## config.mk

```make
export PLATFORM = sky130hd
export DESIGN_NAME = lowclk_guard
export DESIGN_NICKNAME = d
export VERILOG_FILES = /design/src/rtl/lowclk_guard_pkg.sv /design/src/rtl/lcg_sync.sv /design/src/rtl/lcg_divider.sv /design/src/rtl/lcg_gap_detector.sv /design/src/rtl/lcg_reset_seq.sv /design/src/rtl/lowclk_guard.sv
export SDC_FILE = /design/constraint.sdc
export NUM_CORES = 1
export LEC_CHECK = 0
export ABC_AREA = 1
export BUFFER_PORTS_ARGS = -buffer_cell sky130_fd_sc_hd__buf_2
export CORE_ASPECT_RATIO = 1.5
export CORE_UTILIZATION = 40
export DETAILED_ROUTE_END_ITERATION = 10
export PLACE_DENSITY_LB_ADDON = 0.2
export SLEW_MARGIN = 10
export SYNTH_ARGS = -nofsm -noshare
export SYNTH_HDL_FRONTEND = slang
export SYNTH_SLANG_ARGS = --single-unit
```

## constraint.sdc

```tcl
create_clock -name ref_clk -period 1.7 [get_ports ref_clk]
set_clock_uncertainty 0.15 [all_clocks]
set_input_delay 0.17 -clock ref_clk [delete_from_list [all_inputs] [get_ports ref_clk]]
set_output_delay 0.17 -clock ref_clk [all_outputs]
set_load 0.03 [all_outputs]
```

## src/rtl/lowclk_guard_pkg.sv

```systemverilog
package lowclk_guard_pkg;
  typedef enum logic [1:0] {
    SEQ_IDLE    = 2'd0,
    SEQ_ARMED   = 2'd1,
    SEQ_RECOVER = 2'd2,
    SEQ_DONE    = 2'd3
  } seq_state_e;
endpackage

```

## src/rtl/lcg_sync.sv

```systemverilog
module lcg_sync #(
  parameter int STAGES = 2
) (
  input  logic clk,
  input  logic rst_n,
  input  logic async_in,
  output logic sync_out,
  output logic edge_out
);
  logic [STAGES-1:0] chain;
  logic              prev;

  generate
    for (genvar i = 0; i < STAGES; i++) begin : g_stage
      if (i == 0) begin : g_first
        always_ff @(posedge clk or negedge rst_n) begin
          if (!rst_n) chain[0] <= 1'b0;
          else        chain[0] <= async_in;
        end
      end else begin : g_next
        always_ff @(posedge clk or negedge rst_n) begin
          if (!rst_n) chain[i] <= 1'b0;
          else        chain[i] <= chain[i-1];
        end
      end
    end
  endgenerate

  always_ff @(posedge clk or negedge rst_n) begin
    if (!rst_n) prev <= 1'b0;
    else        prev <= chain[STAGES-1];
  end

  assign sync_out = chain[STAGES-1];
  assign edge_out = chain[STAGES-1] ^ prev;
endmodule

```

## src/rtl/lcg_divider.sv

```systemverilog
module lcg_divider #(
  parameter int DIV_EDGES = 8
) (
  input  logic clk,
  input  logic rst_n,
  input  logic active,
  input  logic src_edge,
  output logic div_clk
);
  localparam int DIV_W = (DIV_EDGES > 2) ? $clog2(DIV_EDGES) : 1;
  localparam logic [DIV_W-1:0] LAST = DIV_W'(DIV_EDGES - 1);

  logic [DIV_W-1:0] cnt;

  always_ff @(posedge clk or negedge rst_n) begin
    if (!rst_n) begin
      cnt     <= '0;
      div_clk <= 1'b0;
    end else if (!active) begin
      cnt     <= '0;
      div_clk <= 1'b0;
    end else if (src_edge) begin
      if (cnt == LAST) begin
        cnt     <= '0;
        div_clk <= ~div_clk;
      end else begin
        cnt <= cnt + 1'b1;
      end
    end
  end
endmodule

```

## src/rtl/lcg_gap_detector.sv

```systemverilog
module lcg_gap_detector #(
  parameter int LIMIT = 16
) (
  input  logic clk,
  input  logic rst_n,
  input  logic enable,
  input  logic watched,
  output logic alarm
);
  localparam int GAP_W = $clog2(LIMIT + 1);
  localparam logic [GAP_W-1:0] LIM = GAP_W'(LIMIT);

  logic [GAP_W-1:0] gap, gap_next;
  logic             watched_prev;
  logic             seen;

  assign seen = watched ^ watched_prev;

  always_comb begin
    if (seen)            gap_next = '0;
    else if (gap >= LIM) gap_next = LIM;
    else                 gap_next = gap + 1'b1;
  end

  always_ff @(posedge clk or negedge rst_n) begin
    if (!rst_n) begin
      gap          <= '0;
      watched_prev <= 1'b0;
      alarm        <= 1'b0;
    end else begin
      gap          <= gap_next;
      watched_prev <= watched;
      alarm        <= enable && (gap_next >= LIM);
    end
  end
endmodule

```

## src/rtl/lcg_reset_seq.sv

```systemverilog
module lcg_reset_seq
  import lowclk_guard_pkg::*;
(
  input  logic clk,
  input  logic rst_n,
  input  logic request,
  input  logic alarm,
  output logic div_on,
  output logic passed
);
  seq_state_e state, state_next;

  always_comb begin
    state_next = state;
    if (request) begin
      state_next = SEQ_ARMED;
    end else begin
      unique case (state)
        SEQ_IDLE:    state_next = SEQ_IDLE;
        SEQ_ARMED:   if (alarm)  state_next = SEQ_RECOVER;
        SEQ_RECOVER: if (!alarm) state_next = SEQ_DONE;
        SEQ_DONE:    state_next = SEQ_DONE;
        default:     state_next = SEQ_IDLE;
      endcase
    end
  end

  always_ff @(posedge clk or negedge rst_n) begin
    if (!rst_n) state <= SEQ_IDLE;
    else        state <= state_next;
  end

  assign div_on = (state == SEQ_ARMED);
  assign passed = (state == SEQ_DONE);
endmodule

```

## src/rtl/lowclk_guard.sv

```systemverilog
module lowclk_guard #(
  parameter int LIMIT       = 16,
  parameter int DIV_EDGES   = 8,
  parameter int SYNC_STAGES = 2,
  parameter int DATA_W      = 16
) (
  input  logic              ref_clk,
  input  logic              pwr_rst_n,
  input  logic              ext_clk,
  input  logic              ext_rst_req,
  input  logic              sense_en,
  input  logic              load,
  input  logic [DATA_W-1:0] data_in,
  output logic              core_rst,
  output logic              core_run,
  output logic              div_active,
  output logic              alarm,
  output logic              test_passed,
  output logic [DATA_W-1:0] bus_out
);
  logic ext_sync, ext_edge, div_clk, watched;
  logic [DATA_W-1:0] held_q;

  lcg_sync #(.STAGES(SYNC_STAGES)) u_sync (
    .clk(ref_clk), .rst_n(pwr_rst_n), .async_in(ext_clk),
    .sync_out(ext_sync), .edge_out(ext_edge)
  );

  lcg_divider #(.DIV_EDGES(DIV_EDGES)) u_div (
    .clk(ref_clk), .rst_n(pwr_rst_n), .active(div_active),
    .src_edge(ext_edge), .div_clk(div_clk)
  );

  assign watched = div_active ? div_clk : ext_sync;

  lcg_gap_detector #(.LIMIT(LIMIT)) u_gap (
    .clk(ref_clk), .rst_n(pwr_rst_n), .enable(sense_en),
    .watched(watched), .alarm(alarm)
  );

  lcg_reset_seq u_seq (
    .clk(ref_clk), .rst_n(pwr_rst_n), .request(ext_rst_req),
    .alarm(alarm), .div_on(div_active), .passed(test_passed)
  );

  assign core_rst = alarm;
  assign core_run = test_passed & ~alarm;

  always_ff @(posedge ref_clk or negedge pwr_rst_n) begin
    if (!pwr_rst_n)           held_q <= '0;
    else if (alarm)           held_q <= '0;
    else if (core_run && load) held_q <= data_in;
  end

  assign bus_out = core_run ? held_q : '0;
endmodule

```

After elaboration in Yosys (flattened, before gate mapping):

Cells that the tools add are included.

* $add $sub $neg: 2
* $mul: 0
* div/mod/pow operators: 0
* $lt $le $gt $ge: 2
* eq/ne operators: 8
* shift operators: 0
* multiplexer cells: 16
* bitwise operators: 5
* reduce and logical (&&, ||, !) cells: 6

Operator list (count)
* $mux 16: 3
* $ge 5x5->1 const B: 2
* $mux 5: 2
* $mux 3: 3
* $pmux 2 s4: 1
* $mux 2: 3
* $add 5x1->5 const B: 1
* $eq 2x2->1 const B: 2
* $mux 1: 4
* $ne 2x1->1 const B: 2
* $reduce_and 2->1: 2
* $add 3x1->3 const B: 1
* $eq 3x3->1 const B: 1
* $ne 3x2->1 const B: 1
* $ne 3x3->1 const B: 1
* $eq 2x1->1 const B: 1
* $logic_and 1x1->1: 2
* $logic_not 2->1: 1
* $not 1->1: 2
* $reduce_bool 2->1: 1
* $xor 1x1->1: 2
* $and 1x1->1: 1

* register bits after elaboration: 32
* bits in latches: 0
* RAM bits: 0
* memory bits (read-only): 0
* bits of input ports: 22
* logic and storage cells: 49
* memories: 0

Longest topological paths before layout:

* depth after elaboration: 6
* gate-level depth with buffers: 7
* depth with buffers taken out: 7

Cells and area by module:

A second synthesis with hierarchy kept.

* cells, all modules: 191
* area total of the unflattened synthesis: 1531.5 µm²

Modules (own cells, without submodules)
* lowclk_guard: instances 1, cells each 109, area each 815.8 µm²
* lcg_gap_detector: instances 1, cells each 40, area each 332.8 µm²
* lcg_divider: instances 1, cells each 21, area each 191.4 µm²
* lcg_reset_seq: instances 1, cells each 13, area each 97.6 µm²
* lcg_sync: instances 1, cells each 8, area each 93.8 µm²

Least setup slack after synthesis:

Ideal clock, no wire load.

* path type: reg2out
* start: register u_gap.alarm
* end: output bus_out[10]
* arrival time: 1.415 ns
* path slack: -0.035 ns
* stages on the path, launching flop included: 5
* path buffers: 1
* cell sequence: dfrtp_1 -> nor2_8 -> inv_2 -> buf_2 -> nor2_1

* longest elaborated chain between the ends: 3

RTL lines
* start: declaration: line lcg_gap_detector.sv:8 `output logic alarm`
* start signal: assignment: line lcg_gap_detector.sv:33 `alarm <= enable && (gap_next >= LIM);`
* $not 1->1: line lowclk_guard.sv:47 `assign core_run = test_passed & ~alarm;`
* $and 1x1->1: line lowclk_guard.sv:47
* $mux 16: line lowclk_guard.sv:55 `assign bus_out = core_run ? held_q : '0;`
* end: declaration: line lowclk_guard.sv:19 `output logic [DATA_W-1:0] bus_out`

Every way passes these cells.

Worst setup path in the final report:

* start: register u_seq.state[1]
* end: output bus_out[10]

* longest elaborated chain between the ends: 3

RTL lines
* start: declaration: line lcg_reset_seq.sv:11 `seq_state_e state, state_next;`
* start signal: assignment: line lcg_reset_seq.sv:30 `else state <= state_next;`
* $eq 2x2->1: line lcg_reset_seq.sv:34 `assign passed = (state == SEQ_DONE);`
* $and 1x1->1: line lowclk_guard.sv:47
* $mux 16: line lowclk_guard.sv:55

Every way passes these cells.

==> impl_metrics.toml <==
[synthesis]
synth.distinct_cells = 21
syn_avg_cell_area_um2 = 8.93
yosys_warnings = 0
yosysSeqAreaShare = 0.528
ys_ff_latch = 32
synth_area_um2 = 1520
netlist_instances = 170
synth_nets = 196

[finish]
drive_above_1_share = 0.321
fillers = 323
regArea_um2 = 802
antenna_cells = 0
multiInputGateArea_um2 = 571
fin_nets = 262
area_growth_pct = 41.3
fin_cells = 280

[sta]
setup_viol = 0
timing.final.crit_share = 0.967
max_freq_ghz = 0.609
fin_crit_ns = 1.64
slew_headroom = 0.766
slew_violations = 0
worstMarginPinSlew_ns = 0.349
rsz0062_at_grt = "true"
holdWs_ns = 0.00939
hold_viol = 0
fin_setup_tns_ns = 0

[critical_path]
worstPathArrival_ns = 1.32
crit_type = "reg2out"
slowest_stage = "dfrtp_1"
crit_required_ns = 1.38
reg2reg_to = "held_q[6]$_DFFE_PN0P_"
max_stage_delay_ns = 0.42
reg2reg_setup_slack_ns = 0.23
crit_fanout = 16
worst_setup_path_start_kind = "flip-flop"
crit_path_end_kind = "output port"
cp_cell_sequence = "nand2_4 > nor2_8 > inv_8 > nor2_1 > buf_4"
worst_r2r_startpoint = "u_seq.state[1]$_DFFE_PN0P_"
reg2reg_depth = 6

[drt]
avgViaCountPerCell = 4.67
firstDrtPassIters = 4
wl_per_cell_um = 11.7
ant_nets = 0
routed_wl_um = 3260
num_vias = 1308
drtIter0Drc = 18
drc_errors = 0

[power_and_ir_drop]
p_switching_uw = 692
p_total_mw = 2.27
p_int_mw = 1.57
max-vdd-ir-drop_mv = 0.855
clockPowerShare = 0.263
seqPwrFrac = 0.481
combPwrFrac = 0.256
switching_share = 0.305
power.density_nw_per_um2 = 1060
cellLeakagePower_nw = 1.08

[global_route]
grt_pass1_wl_um = 5550
grt.overflow.total = 0
grt_usage = 0.188
grt_start_max_net_pins = 33
grt_pass1_vias = 1285
antenna_found_initial = 0

[outcome]
status = "complete, no violations"

[cts]
cts_inserted_buffers = 5
clock-sinks = 32
cts_max_level = 2
path_clk_slew_ns = 0.06
root_buffer = "clkbuf_8"
cts_buffer_depth = 2
tritoncts = "yes"
clk-insertion-delay-late_ns = 0.28

[die]
rows = 27
die_y_um = 77.4
ios = 43
fp.dieW_um = 52.3
start_util = 0.416
core_area_um2 = 3650
dieArea_um2 = 4050

[placed_design]
gp_congestion = 0.709
port_buffers = 42
hpwl_um = 2120
dp_cells = 251

[min_path]
whs_path_depth = 3
hold_end = "held_q[0]$_DFFE_PN0P_"
hold_class = "in2reg"
hp-start = "data_in[0]"

[run]
max-cap-violations = 0
## layout by cell type (no fill, tap or decap), types with 4 or more instances in the layout
cell	netlist	layout
nand2_1	15	15
nor2_1	24	16
nand3_1	25	25
buf_4	2	17
clkbuf_8	0	6
o21ai_2	10	10
buf_2	2	25
nor2_2	0	8
o21ai_0	10	10
dfrtp_1	32	31
dlygate4sd3_1	0	19
inv_1	33	33
ha_1	4	4
## registers in the layout, indices dropped and copies added (netlist names)
name	count
u_gap.alarm	1
held_q	16
u_sync.chain	1
u_div.cnt	3
u_gap.gap	5
u_sync.prev	1
u_seq.state	2
u_sync.sync_out	1
u_gap.watched_prev	1
u_div.div_clk	1
## repair_timing
| item | 4_1_cts | 5_1_grt |
|---|---|---|
| hold endpoints to repair | 50 | 0 |
| gates resized for setup | 6 | 37 |
| pin swaps | 0 | 0 |
| endpoints found under the setup margin | 17 | 17 |
| hold buffers | 19 | 0 |
| setup buffers | 0 | 2 |
## cell families (layout without fill, tap and decap cells)
kind of cell,count (synthesis),after routing,synth area share
and+or+nand+nor,70,70,0.216
DFF,32,32,0.528
buffers and inverters,40,107,0.113
AOI/OAI and AO/OA,22,22,0.0989
adders and majority gates,4,4,0.0330
xor gates and xnor gates,2,2,0.0115
## stage by stage
step / utilization / area (um2) / setup WS (ns)
after floorplan: - / 1520 / -0.0346
final: 0.588 / 2140 / 0.0567
after detailed placement: 0.484 / 1770 / 0.249
after global routing: 0.588 / 2140 / -0.0209
after CTS: 0.565 / 2060 / 0.00438
after global placement: 0.484 / 1770 / 0.288
## cell type report
cell class                 count  area share
multi-input combinational     98       0.266
clock buffer                   8      0.0420
inverter                      34      0.0630
tap                           43      0.0251
sequential                    32       0.374
timing repair buffer          65       0.230
## cell usage after synthesis (all sizes together)
cell type  number  area (um2)
xor2            1        8.76
a21oi           1        5.00
o21ai          20         138
dfrtp          32         801
ha              4        50.1
inv            34         128
buf             6        43.8
nand4           2        12.5
nand2          18        80.1
nand3          25         125
nor2           25         110
xnor2           1        8.76
o21bai          1        7.51
## critical path: cells and delay by family, from the launching register on
family,cells,cell delay (ns)
buffers and inverters,2,0.26
flip-flops,1,0.42
AND/OR/NAND/NOR,3,0.35
## worst max-delay path by stage
stage                                from           to  cells past startpoint
4_1_cts        u_seq.state[0]$_DFFE_PN0P_     core_run                      4
3_5_place_dp   u_seq.state[0]$_DFFE_PN0P_   bus_out[9]                      5
3_3_place_gp   u_seq.state[0]$_DFFE_PN0P_   bus_out[7]                      5
6_report       u_seq.state[1]$_DFFE_PN0P_  bus_out[10]                      5
2_1_floorplan       u_gap.alarm$_DFF_PN0_  bus_out[10]                      4
5_1_grt        u_seq.state[1]$_DFFE_PN0P_  bus_out[10]                      5
## layer usage
metal  GRT usage  vias up  share of wire
met3      0.0569        5          0.046
met1       0.202      614           0.42
li1            -      660              -
met4      0.0789        0          0.019
met2       0.325       29           0.52
met5           0        -              0
## power by group through the flow
| stage | combinational, mW | sequential [mW] | clock, mW |
|---|---|---|---|
| 2_1_floorplan | 0.425 | 1.08 | 0 |
| 3_3_place_gp | 0.540 | 1.10 | 0 |
| 3_5_place_dp | 0.544 | 1.11 | 0 |
| 4_1_cts | 0.575 | 1.09 | 0.608 |
| 5_1_grt | 0.682 | 1.11 | 0.641 |
| 6_report | 0.581 | 1.09 | 0.595 |
(Power assumes the default switching activity.)
